**src/rtl/hostmbx_pkg.sv**
```systemverilog
package hostmbx_pkg;
  localparam int BYTE_W     = 8;
  localparam int WORD_BYTES = 4;
  localparam int WORD_W     = BYTE_W * WORD_BYTES;
  localparam int OPC_W      = 8;

  localparam logic [3:0] ADDR_MASK  = 4'd14;
  localparam logic [3:0] ADDR_PSTAT = 4'd15;

  localparam logic [OPC_W-1:0] OPC_ACK   = 8'h01;
  localparam logic [OPC_W-1:0] OPC_GO_RD = 8'h10;
  localparam logic [OPC_W-1:0] OPC_GO_WR = 8'h11;

  typedef enum logic {REQ_RD = 1'b0, REQ_WR = 1'b1} req_mode_e;

  typedef struct packed {
    logic [26:0] rsvd;
    logic        out_avail;
    logic        in_full;
    logic        alert;
    logic        wr_mode;
    logic        toggle;
  } mbx_status_t;
endpackage

```
**src/rtl/hostmbx_fifo.sv**
```systemverilog
module hostmbx_fifo #(
  parameter int W     = 32,
  parameter int DEPTH = 4
) (
  input  logic         clk,
  input  logic         rst,
  input  logic         push,
  input  logic [W-1:0] din,
  input  logic         pop,
  output logic [W-1:0] dout,
  output logic         full,
  output logic         empty
);
  localparam int AW = (DEPTH > 1) ? $clog2(DEPTH) : 1;
  localparam int CW = $clog2(DEPTH + 1);

  logic [W-1:0]  mem [DEPTH];
  logic [AW-1:0] wp, rp;
  logic [CW-1:0] cnt;
  logic          do_push, do_pop;

  assign full    = (cnt == CW'(DEPTH));
  assign empty   = (cnt == '0);
  assign do_push = push && !full;
  assign do_pop  = pop && !empty;
  assign dout    = mem[rp];

  // storage without reset so a RAM can be inferred
  always_ff @(posedge clk) begin
    if (do_push) mem[wp] <= din;
  end

  always_ff @(posedge clk) begin
    if (rst) begin
      wp  <= '0;
      rp  <= '0;
      cnt <= '0;
    end else begin
      if (do_push) wp <= (wp == AW'(DEPTH - 1)) ? '0 : wp + 1'b1;
      if (do_pop)  rp <= (rp == AW'(DEPTH - 1)) ? '0 : rp + 1'b1;
      cnt <= cnt + CW'(do_push) - CW'(do_pop);
    end
  end

  assert_no_overflow_R3: assert property (@(posedge clk) disable iff (rst)
    cnt <= CW'(DEPTH));
  assert_full_blocks_push_R3: assert property (@(posedge clk) disable iff (rst)
    (full && push && !pop) |=> (cnt == CW'(DEPTH)));
endmodule

```
**src/rtl/hostmbx_stage.sv**
```systemverilog
module hostmbx_stage import hostmbx_pkg::*; (
  input  logic              clk,
  input  logic              rst,
  input  logic              wr_en,
  input  logic              rd_en,
  input  logic [1:0]        sel,
  input  logic [BYTE_W-1:0] wbyte,
  input  logic [WORD_W-1:0] load_word,
  output logic              commit,
  output logic [WORD_W-1:0] commit_word,
  output logic              fetch,
  output logic [BYTE_W-1:0] rbyte
);
  logic [BYTE_W-1:0] hold_a, hold_b, hold_c;
  logic [WORD_W-1:0] snap;

  assign commit      = wr_en && (sel == 2'd3);
  assign fetch       = rd_en && (sel == 2'd3);
  assign commit_word = {hold_a, hold_b, hold_c, wbyte};

  always_comb begin
    case (sel)
      2'd0:    rbyte = snap[31:24];
      2'd1:    rbyte = snap[23:16];
      2'd2:    rbyte = snap[15:8];
      default: rbyte = snap[7:0];
    endcase
  end

  always_ff @(posedge clk) begin
    if (rst) begin
      hold_a <= '0;
      hold_b <= '0;
      hold_c <= '0;
      snap   <= '0;
    end else begin
      if (wr_en) begin
        case (sel)
          2'd0:    hold_a <= wbyte;
          2'd1:    hold_b <= wbyte;
          2'd2:    hold_c <= wbyte;
          default: ;
        endcase
      end
      if (fetch) snap <= load_word;
    end
  end

  assert_snap_moves_on_fetch_R4: assert property (@(posedge clk) disable iff (rst)
    !fetch |=> $stable(snap));
endmodule

```
**src/rtl/hostmbx_cmd.sv**
```systemverilog
module hostmbx_cmd import hostmbx_pkg::*; #(
  parameter int EVT_W = 8
) (
  input  logic              clk,
  input  logic              rst,
  input  logic              commit,
  input  logic [WORD_W-1:0] word,
  input  logic [EVT_W-1:0]  evt,
  input  logic [EVT_W-1:0]  mask,
  input  logic              out_empty,
  input  logic              in_full,
  output mbx_status_t       status,
  output logic              req,
  output logic              alert_n
);
  logic [OPC_W-1:0] opc;
  logic             args_zero, is_ack, go_rd, go_wr, evt_hit;
  req_mode_e        mode;
  logic             toggle;

  assign opc       = word[WORD_W-1 -: OPC_W];
  assign args_zero = (word[WORD_W-OPC_W-1:0] == '0);
  assign is_ack    = commit && args_zero && (opc == OPC_ACK);
  assign go_rd     = commit && args_zero && (opc == OPC_GO_RD);
  assign go_wr     = commit && args_zero && (opc == OPC_GO_WR);
  assign evt_hit   = |(evt & mask);

  always_ff @(posedge clk) begin
    if (rst) begin
      mode    <= REQ_RD;
      toggle  <= 1'b0;
      alert_n <= 1'b1;
      req     <= 1'b1;
    end else begin
      req <= (mode == REQ_WR) ? !in_full : out_empty;
      if (commit) toggle <= ~toggle;
      if (go_rd)      mode <= REQ_RD;
      else if (go_wr) mode <= REQ_WR;
      if (evt_hit)     alert_n <= 1'b0;
      else if (is_ack) alert_n <= 1'b1;
    end
  end

  always_comb begin
    status           = '0;
    status.toggle    = toggle;
    status.wr_mode   = (mode == REQ_WR);
    status.alert     = !alert_n;
    status.in_full   = in_full;
    status.out_avail = !out_empty;
  end

  assert_alert_sticky_R10: assert property (@(posedge clk) disable iff (rst)
    (!alert_n && !is_ack) |=> !alert_n);
  assert_mode_kept_R8: assert property (@(posedge clk) disable iff (rst)
    !(go_rd || go_wr) |=> $stable(mode));
  assert_toggle_quiet_R7: assert property (@(posedge clk) disable iff (rst)
    !commit |=> $stable(toggle));
endmodule

```
**src/rtl/hostmbx_port.sv**
```systemverilog
module hostmbx_port import hostmbx_pkg::*; #(
  parameter int FIFO_DEPTH = 4,
  parameter int EVT_W      = 8
) (
  input  logic              clk,
  input  logic              rst,
  input  logic              hst_en_n,
  input  logic              hst_ds_n,
  input  logic              hst_rw,
  input  logic [3:0]        hst_addr,
  input  logic [BYTE_W-1:0] hst_data_i,
  output logic [BYTE_W-1:0] hst_data_o,
  output logic              hst_data_oe,
  output logic              hst_req,
  output logic              hst_alert_n,
  input  logic [EVT_W-1:0]  dev_evt,
  output logic              dev_rx_valid,
  input  logic              dev_rx_ready,
  output logic [WORD_W-1:0] dev_rx_data,
  input  logic              dev_tx_valid,
  output logic              dev_tx_ready,
  input  logic [WORD_W-1:0] dev_tx_data
);
  localparam int N_COND = 2;  // 0: message conduit, 1: data conduit
  localparam int C_MSG  = 0;
  localparam int C_DAT  = 1;

  logic active, acc_q, st, st_rd, st_wr;
  assign active = !hst_en_n && !hst_ds_n;
  assign st     = active && !acc_q;
  assign st_rd  = st && hst_rw;
  assign st_wr  = st && !hst_rw;

  always_ff @(posedge clk) begin
    if (rst) acc_q <= 1'b0;
    else     acc_q <= active;
  end

  logic [N_COND-1:0] c_commit, c_fetch;
  logic [WORD_W-1:0] c_cword [N_COND];
  logic [WORD_W-1:0] c_load  [N_COND];
  logic [BYTE_W-1:0] c_rbyte [N_COND];

  mbx_status_t       status;
  logic [EVT_W-1:0]  mask;
  logic              in_full, in_empty, out_full, out_empty;
  logic [WORD_W-1:0] out_head;

  assign c_load[C_MSG] = status;
  assign c_load[C_DAT] = out_empty ? '0 : out_head;

  for (genvar g = 0; g < N_COND; g++) begin : g_cond
    logic hit;
    assign hit = (hst_addr[3:2] == 2'(g));
    hostmbx_stage u_stage (
      .clk         (clk),
      .rst         (rst),
      .wr_en       (st_wr && hit),
      .rd_en       (st_rd && hit),
      .sel         (hst_addr[1:0]),
      .wbyte       (hst_data_i),
      .load_word   (c_load[g]),
      .commit      (c_commit[g]),
      .commit_word (c_cword[g]),
      .fetch       (c_fetch[g]),
      .rbyte       (c_rbyte[g])
    );
  end

  hostmbx_fifo #(.W(WORD_W), .DEPTH(FIFO_DEPTH)) u_in_fifo (
    .clk   (clk),
    .rst   (rst),
    .push  (c_commit[C_DAT]),
    .din   (c_cword[C_DAT]),
    .pop   (dev_rx_valid && dev_rx_ready),
    .dout  (dev_rx_data),
    .full  (in_full),
    .empty (in_empty)
  );
  assign dev_rx_valid = !in_empty;

  hostmbx_fifo #(.W(WORD_W), .DEPTH(FIFO_DEPTH)) u_out_fifo (
    .clk   (clk),
    .rst   (rst),
    .push  (dev_tx_valid),
    .din   (dev_tx_data),
    .pop   (c_fetch[C_DAT]),
    .dout  (out_head),
    .full  (out_full),
    .empty (out_empty)
  );
  assign dev_tx_ready = !out_full;

  hostmbx_cmd #(.EVT_W(EVT_W)) u_cmd (
    .clk       (clk),
    .rst       (rst),
    .commit    (c_commit[C_MSG]),
    .word      (c_cword[C_MSG]),
    .evt       (dev_evt),
    .mask      (mask),
    .out_empty (out_empty),
    .in_full   (in_full),
    .status    (status),
    .req       (hst_req),
    .alert_n   (hst_alert_n)
  );

  always_ff @(posedge clk) begin
    if (rst) mask <= '0;
    else if (st_wr && hst_addr == ADDR_MASK) mask <= hst_data_i[EVT_W-1:0];
  end

  logic [BYTE_W-1:0] rd_mux;
  always_comb begin
    if (hst_addr[3:2] == 2'(C_MSG))      rd_mux = c_rbyte[C_MSG];
    else if (hst_addr[3:2] == 2'(C_DAT)) rd_mux = c_rbyte[C_DAT];
    else if (hst_addr == ADDR_MASK)      rd_mux = BYTE_W'(mask);
    else if (hst_addr == ADDR_PSTAT)     rd_mux = {5'b0, in_full, !out_empty, status.wr_mode};
    else                                 rd_mux = '0;
  end

  always_ff @(posedge clk) begin
    if (rst) begin
      hst_data_o  <= '0;
      hst_data_oe <= 1'b0;
    end else begin
      hst_data_oe <= active;
      if (st_rd)        hst_data_o <= rd_mux;
      else if (!active) hst_data_o <= '0;
    end
  end

  assert_released_when_idle_R1: assert property (@(posedge clk) disable iff (rst)
    !active |=> (!hst_data_oe && hst_data_o == '0));
  assert_drive_needs_access_R1: assert property (@(posedge clk) disable iff (rst)
    hst_data_oe |-> $past(active));
endmodule

```
**config.mk**
```make
export PLATFORM = sky130hd
export DESIGN_NAME = hostmbx_port
export DESIGN_NICKNAME = d
export VERILOG_FILES = /design/src/rtl/hostmbx_pkg.sv /design/src/rtl/hostmbx_fifo.sv /design/src/rtl/hostmbx_stage.sv /design/src/rtl/hostmbx_cmd.sv /design/src/rtl/hostmbx_port.sv
export SDC_FILE = /design/constraint.sdc
export NUM_CORES = 1
export LEC_CHECK = 0
export BUFFER_PORTS_ARGS = -buffer_cell sky130_fd_sc_hd__buf_2
export CORE_MARGIN = 3
export CORE_UTILIZATION = 30
export DETAILED_ROUTE_END_ITERATION = 16
export PLACE_DENSITY = 0.52
export SLEW_MARGIN = 40
export SYNTH_ARGS = -nofsm -noshare
export SYNTH_HDL_FRONTEND = slang
export SYNTH_SLANG_ARGS = --single-unit
```
**constraint.sdc**
```tcl
create_clock -name clk -period 7.8 [get_ports clk]
set_input_delay 0.39 -clock clk [delete_from_list [all_inputs] [get_ports clk]]
set_output_delay 0.39 -clock clk [all_outputs]
set_load 0.05 [all_outputs]
```
After elaboration in Yosys (flattened, before gate mapping)
Memory sizes are Yosys's and may differ from the RTL's. A register that Yosys moved wholly into a read port is not among the register bits.
Index checks and enable logic that the tools add are counted.
{"block": "word_totals", "register_bits": 120, "latchBits": 0, "mem_bits_rw": 256, "rom_bits": 0, "output_inout_bits": 45, "elab_cells": 119, "mem_count": 2}
{"memory": "u_in_fifo.mem", "depth": 4, "width": 32, "rd": 1, "rd_clocked_by_memory_dff": 1, "write_ports": 1, "line": "hostmbx_fifo.sv:17", "rtl": "logic [W-1:0] mem [DEPTH];"}
{"memory": "u_out_fifo.mem", "depth": 4, "width": 32, "rd": 1, "rd_clocked_by_memory_dff": 1, "write_ports": 1, "line": "hostmbx_fifo.sv:17"}
{"block": "op_classes", "add_sub_neg": 8, "multipliers": 0, "div_mod_pow": 0, "magnitude_cmp": 0, "eq_ne": 16, "shifts": 0, "muxes": 24, "bitwise": 2, "n_reduce_logical": 46}
{"op": "8-bit 2-to-1 mux", "count": 5}
{"op": "32-bit 2-to-1 mux", "count": 1}
{"op": "24-bit logical NOT", "count": 1}
{"op": "8-bit one-hot mux with 3 select lines", "count": 1}
{"op": "1-bit logical AND", "count": 22}
{"op": "8-bit by 5-bit equality test with 1-bit output, second input constant", "count": 2}
{"op": "2-bit 2-to-1 mux", "count": 8}
{"op": "2-bit equality test, second input constant", "count": 6}
{"op": "2-bit AND reduction", "count": 6}
{"op": "1-bit logical NOT", "count": 9}
{"op": "2-bit by 1-bit adder with 2-bit output, second input constant", "count": 4}
{"op": "8-bit AND", "count": 1}
{"op": "4-bit equality test, second input constant", "count": 2}
{"op": "8-bit by 1-bit equality test with 1-bit output, second input constant", "count": 1}
{"op": "8-bit OR reduction", "count": 1}
{"op": "1-bit 2-to-1 mux", "count": 7}
{"op": "3-bit by 1-bit adder with 3-bit output", "count": 2}
{"op": "3-bit equality test, second input constant", "count": 2}
{"op": "3-bit logical NOT", "count": 2}
{"op": "3-bit by 1-bit subtractor with 3-bit output", "count": 2}
{"op": "5-bit 2-to-1 mux", "count": 1}
{"op": "2-bit by 1-bit equality test with 1-bit output, second input constant", "count": 2}
{"op": "2-bit logical NOT", "count": 2}
{"op": "3-bit 2-to-1 mux", "count": 1}
{"op": "5 further kinds", "count": 5}

Depth between registers and ports, before layout
Gate-level depths: netlist (run 1).
{"block": "logic_depth", "word_depth": 10, "mapped_depth": 12, "depth_no_buf": 10}

By module
From an unflattened synthesis (run 1), not the netlist that was laid out.
{"block": "unflattened", "hier_cells": 1128, "hier_area_um2": 17143.9}
{"mod": "hostmbx_fifo", "n_inst": 2, "cells_per_inst": 217, "area_per_inst_um2": 5093.6}
{"mod": "hostmbx_stage", "n_inst": 2, "cells_per_inst": 250, "area_per_inst_um2": 2687.6}
{"mod": "hostmbx_port", "n_inst": 1, "cells_per_inst": 129, "area_per_inst_um2": 1076.0}
{"mod": "hostmbx_cmd", "n_inst": 1, "cells_per_inst": 65, "area_per_inst_um2": 505.5}

Worst setup path after synthesis (run 1)
Ideal clock, no wire load.
{"block": "synth_timing", "path_kind": "reg-to-reg", "from": "reg, netlist name hst_data_oe", "to": "reg u_out_fifo.cnt[2]", "t_arrival_ps": 2813, "required_time_ps": 7672, "setup_slack_ps": 4860, "path_stages_with_launch": 12, "n_path_buf": 1, "path_cell_list": "dfxtp_1 -> or4b_4 -> nor3_4 -> buf_6 -> ha_1 -> inv_1 -> ha_1 -> inv_1 -> fa_1 -> xor2_1 -> xnor2_1 -> nor2_1"}
{"element": "to (signal assigned)", "line": "hostmbx_fifo.sv:41", "rtl": "cnt <= cnt + CW'(do_push) - CW'(do_pop);"}
{"element": "to (decl)", "line": "hostmbx_fifo.sv:19", "rtl": "logic [CW-1:0] cnt;"}

==> results of run 1 <==
-- per-layer routing --
layer	up-vias	routed length, um
li1	3574	-
met4	8	493
met1	3808	13660
met5	-	42
met2	136	15770
met3	48	1679
-- worst paths after layout --
check                     endpoint  cells past startpoint            start
max reg2reg      u_out_fifo.cnt[2]                     11      hst_data_oe
min          u_out_fifo.mem[1][23]                      1  dev_tx_data[23]
max              u_out_fifo.cnt[2]                     11      hst_data_oe
min reg2reg          hst_data_o[3]                      2    hst_data_o[3]
-- layout by cell type, fill, tap and decap left out, types with 14 or more instances in the layout --
master / synthesis / routed
a22oi_1: 34 / 34
inv_1: 17 / 17
nor2_1: 109 / 109
mux4_2: 71 / 71
ha_1: 14 / 14
edfxtp_1: 256 / 256
nand2_1: 19 / 18
clkbuf_16: 0 / 41
dfxtp_1: 124 / 122
mux2i_1: 64 / 64
buf_2: 7 / 102
buf_4: 4 / 18
-- Yosys cell counts (4+ instances only) --
library cell / n
edfxtp_1: 256
dfxtp_1: 124
nor2_1: 109
mux4_2: 71
mux2i_1: 64
a22oi_1: 34
clkbuf_1: 34
nand2_1: 19
inv_1: 17
ha_1: 14
nor4_1: 10
a21oi_1: 9
nor2b_1: 8
buf_2: 7
and3_1: 6
nand3_2: 6
o21ai_0: 6
a211oi_1: 4
and2_1: 4
buf_4: 4
nand2b_1: 4
nand4_1: 4
-- worst max-delay path, stage by stage (launching register included) --
cell	delay [ns]
dfxtp_1	0.36
or4b_4	0.60
nor3_4	0.17
buf_4	0.38
ha_1	0.31
inv_1	0.05
ha_1	0.13
inv_1	0.05
fa_1	0.39
xor2_1	0.17
xnor2_1	0.13
nor2_1	0.05
-- flip-flops by register name (all words and copies together) (netlist names), named ones only --
register / cells
mask: 8
u_cmd.toggle: 1
g_cond.u_stage.snap: 37
u_out_fifo.mem: 128
hst_data_o: 8
u_out_fifo.cnt: 3
g_cond.u_stage.hold_b: 16
u_in_fifo.mem: 128
u_cmd.req: 1
g_cond.u_stage.hold_c: 16
u_cmd.mode: 1
u_out_fifo.wp: 2
u_in_fifo.rp: 2
hst_data_oe: 1
u_out_fifo.rp: 2
u_cmd.alert_n: 1
u_in_fifo.cnt: 3
g_cond.u_stage.hold_a: 16
u_in_fifo.wp: 2
-- cell type report --
type	instances	area, um2	area share, %
Tap cell	607	759.5	4.484
Clock inverter	22	167.7	0.9900
Inverter	17	63.81	0.3768
Multi-Input combinational cell	422	4024	23.76
Timing Repair Buffer	120	645.6	3.812
Clock buffer	51	1104	6.516
Sequential cell	380	10170	60.06
-- metrics by stage --
| step | hold WS, ns | cells |
|---|---|---|
| detailed placement | 0.4498 | 1546 |
| global placement | 0.4540 | 1546 |
| global route | 0.05028 | 1619 |
| floorplan | 0.4541 | 872 |
| finish | 0.06741 | 1619 |
| CTS | 0.04275 | 1619 |
-- cells by family after synthesis --
kind of cell,count (synthesis)
DFF,380
and+or+nand+nor,193
muxes,135
AOI/OAI and AO/OA,73
buffers and inverters,70
adders and majority gates,16
xor gates and xnor gates,5
-- report_power, final --
group	total [mW]	internal (mW)	switching, mW
registers	2.26	2.23	0.0299
logic	0.748	0.243	0.506
clock network	1.83	1.07	0.763
==> flow_metrics.tcl, run 1 <==
set metrics [dict create \
    portBuffers 103 \
    clock_path_buffers 3 \
    drc 0 \
    hold_viol 0 \
    fin_area_mm2 0.01694 \
    synth_area_leaders "edfxtp_1 53%, dfxtp_1 17%, mux4_2 11%, mux2i_1 4.4%, nor2_1 2.8%" \
    die_w_um 225.9 \
    num_vias 7574 \
    worstPathMaxFanout 35 \
    busiest_layer "met2" \
    period_share_pct 37.68 \
    ys_seq_area_share_pct 70.08 \
    synth_edf_count 256 \
    cts_resized 0 \
    synth-simple-area-share_pct 6.665 \
    coreArea_mm2 0.04715 \
    finalPower_mw 4.843 \
    synth_area_per_cell_um2 16.64 \
    synthMuxAreaShare_pct 15.43 \
    fin_crit_ns 2.939 \
    setup_viol 0 \
    synth_compound_area_share_pct 3.768 \
    synthDominantCellAreaShare_pct 52.97 \
    insertion_delay_ns 0.54 \
    worstSetupEndpointType "flip-flop" \
    fin_nets 1056 \
    slew_viol_final 0 \
    drive_gt1_share_pct 26.88 \
    cts_tree "yes" \
    tightest_slew_ns 0.7493 \
    ios 104 \
    detail_route.vias_per_cell 4.678 \
    crit_type "flip-flop to flip-flop" \
    finalWorstSetupSlack_ns 4.861 \
    final_antenna_net_count 0 \
    arrival_ns 3.33 \
    hold_buffers 0 \
    wirelength_um 31640 \
    ir_worst_vdd_v 0.0001486 \
    synth-xor-area-share_pct 0.3018 \
    slew_headroom_pct 49.98 \
    root_buffer "clkbuf_16" \
    worstPathRequired_ns 8.19 \
    synth_nets 947 \
    met2_usage_pct 21.37 \
    synth_cell_types 58 \
    grt_pass1_vias 7771 \
    maxCapViolations 0 \
    total_leakage_power_nw 5.947 \
    antenna_found_initial 4 \
    hp-class "primary input to flip-flop" \
    drt_iter0_drc 374 \
    overflow 0 \
    synthAdderAreaFrac_pct 1.483 \
    grt_max_degree 64 \
    fin_util_pct 35.92 \
    syn_inst 872 \
    ys_seq_elements 380 \
    skew_ns 0.02240 \
    tns_ns 0 \
    area_growth_pct 16.71 \
    clk_pin_slew_ns 0.06 \
    hpwl_um 19670 \
    reg2reg_slack_ns 4.86 \
    antenna_cells 0 \
    cts_sinks 380 \
    start_util_pct 30.78 \
    cts_max_level 2 \
    numCtsBuffers 40 \
    grt_pass1_wl_um 48570 \
    die_area_mm2 0.05105 \
    dpl_cell_area_mm2 0.01566 \
    ys_async_sr_fraction_pct 0 \
    dp_slack_ns 4.674 \
    use_met3_pct 3.120 \
    start_kind "flip-flop" \
    fmax_ghz 0.3402 \
    die_h_um 225.9 \
    synth_top_area_cell "edfxtp_1" \
    post_cts_buffers 0 \
    p_per_area_mw_per_mm2 285.9 \
    nFillCells 4421 \
    outcome "completed" \
    synth_ff_type "edfxtp_1" \
    syn_area_mm2 0.01451 \
    row_count 79 \
    track_usage_pct 12.55 \
    use_met1_pct 16.25 \
    synth_top_family_by_area "multiplexers" \
    post_drt_wl_per_cell_um 19.54 \
    rsz0062_at_grt "no" \
    yosysWarnings 0 \
    place.gp.congestion 0.7021 \
    drt_first_pass_iters 4 \
]
No activity file was read; power rests on OpenSTA's default activity.
==> inputs of run 2 (changes only) <==
- PLACE_DENSITY: 0.52 -> 0.54
- clock period: 7.8 -> 2.57 ns (I/O delays scaled with it)
==> run 2 against run 1 <==
Net effect: core utilization increased by 1.2 points; critical path type unchanged; highest routed layer unchanged; final cell count increased by 2.9%; count of clock-buffer cells in the layout increased by 9; sequential cell count unchanged; combinational power increased to 3.2 times the previous value; largest power group unchanged.
==> flow_metrics.tcl, run 2 (synthesis gave the netlist of run 1 again) <==
set metrics [dict create \
    overflow 0 \
    worstPathRequired_ns 2.97 \
    worstPathMaxFanout 5 \
    cts_resized 0 \
    hold_viol 0 \
    hp-class "primary input to flip-flop" \
    cp_slowest_cell "or4b_4" \
    detail_route.vias_per_cell 4.709 \
    dp_cells 1556 \
    die_h_um 225.9 \
    hpwl_um 20010 \
    drive_gt1_share_pct 26.56 \
    cp_top_family "simple AND/OR/NAND/NOR gates" \
    post_drt_wl_per_cell_um 19.13 \
    slew_headroom_pct 54.74 \
    dpl_cell_area_mm2 0.01584 \
    fin_area_mm2 0.01750 \
    insertion_delay_ns 0.53 \
    grt_pass1_vias 7943 \
    cts_max_level 2 \
    numCtsBuffers 39 \
    start_kind "flip-flop" \
    dp_slack_ns 0.1405 \
    cpPeakStageDelay_ns 0.53 \
    drt_iter0_drc 470 \
    clk_pin_slew_ns 0.06 \
    post_cts_buffers 0 \
    arrival_ns 2.83 \
    stdcell_count 1666 \
    seq_area_mm2 0.01018 \
    crit_type "flip-flop to flip-flop" \
    grt_pass1_wl_um 48840 \
    clock_path_buffers 3 \
    final_cell_mix "256 x edfxtp_1, 121 x dfxtp_1, 109 x nor2_1" \
    place.gp.congestion 0.7462 \
    drc 0 \
    die_area_mm2 0.05105 \
    largestRegisters "u_in_fifo.mem (128), u_out_fifo.mem (128), g_cond.u_stage.snap (37)" \
    fin_crit_ns 2.430 \
    ir_worst_vdd_v 0.0004365 \
    ios 104 \
    layout_commonest_cell "edfxtp_1" \
    grt_max_degree 47 \
    slew_viol_final 0 \
    fin_nets 1103 \
    multi_input_area_mm2 0.004040 \
    fmax_ghz 0.4114 \
    row_count 79 \
    die_w_um 225.9 \
    root_buffer "clkbuf_16" \
    setup_viol 0 \
    finalPower_mw 14.93 \
    final_antenna_net_count 0 \
    p_per_area_mw_per_mm2 853.1 \
    outcome "completed" \
    rsz0062_at_grt "no" \
    portBuffers 103 \
    skew_ns 0.01438 \
    antenna_found_initial 4 \
    start_util_pct 30.78 \
    period_share_pct 94.57 \
    cp_num_buf_inv 2 \
    maxCapViolations 0 \
    track_usage_pct 12.57 \
    worstSetupEndpointType "flip-flop" \
    path_cells "or4b_4, nor3_4, ha_4, inv_2, ha_4, inv_2, fa_2, xor2_1, xnor2_1, nor2_1" \
    cts_tree "yes" \
    wirelength_um 31870 \
    total_leakage_power_nw 6.172 \
    drt_first_pass_iters 5 \
    cts_sinks 380 \
    tightest_slew_ns 0.6727 \
    finalWorstSetupSlack_ns 0.1396 \
    area_growth_pct 20.62 \
    coreArea_mm2 0.04715 \
    num_vias 7846 \
    nFillCells 4410 \
]
## run 2: cell count changes in the layout (fill, tap and decap cells not counted), sizes merged
cell         delta
dlygate4sd3    +38
clkinv          -9
bufinv          +2
inv             -3
clkinvlp        -1
clkbuf          +9
buf            +10
diode           +1
## run 2: through the flow
step,hold WS [ns],TNS (ns),utilization (%)
floorplan,0.1899,-0.07041,-
global placement,0.3435,0,33.59
detailed placement,0.3477,0,33.59
CTS,0.005112,0,37.12
global route,0.009663,0,37.13
finish,0.006226,0,37.13
## run 2: power by group
group / internal (mW) / switching (mW) / total [mW]
registers: 6.77 / 0.0969 / 6.87
logic: 0.817 / 1.56 / 2.38
clock network: 3.44 / 2.25 / 5.68
total: 11.0 / 3.91 / 14.9
## run 2: repair_timing
| action | CTS | global route |
|---|---|---|
| setup endpoints to repair | 0 | 0 |
| hold buffers | 38 | 0 |
| hold endpoints to repair | 140 | 0 |
## run 2: layer usage
metal  part of all wire (%)  global-route usage, %  vias up
met1                     45                  16.99     3942
li1                       -                      -     3675
met5                   0.11                      0        -
met4                    1.1                  2.522        6
met2                     48                  20.82      183
met3                    5.3                  2.951       40
## run 2: final cells by class
type / instances / share of cell area, %
clock buffer: 60 / 6.462
inverter: 17 / 0.3645
sequential: 380 / 58.13
timing repair buffer: 168 / 6.719
clock inverter: 11 / 0.8863
antenna: 1 / 0.01430
tap: 607 / 4.339
multi-input combinational: 422 / 23.08
## run 2: tightest hold or removal path, delay by kind of cell
kind            cells  cell delay [ns]
compound gates      2             0.25
buf+inv             1             0.10
## run 2: worst paths after layout
| path | from | slack, ns | to | depth (start not counted) |
|---|---|---|---|---|
| max | hst_data_oe | 0.14 | u_out_fifo.cnt[2] | 10 |
| max reg2reg | hst_data_oe | 0.14 | u_out_fifo.cnt[2] | 10 |
| min reg2reg | hst_data_o[1] | 0.47 | hst_data_o[1] | 2 |
| min | dev_evt[3] | 0.006 | u_cmd.alert_n | 3 |
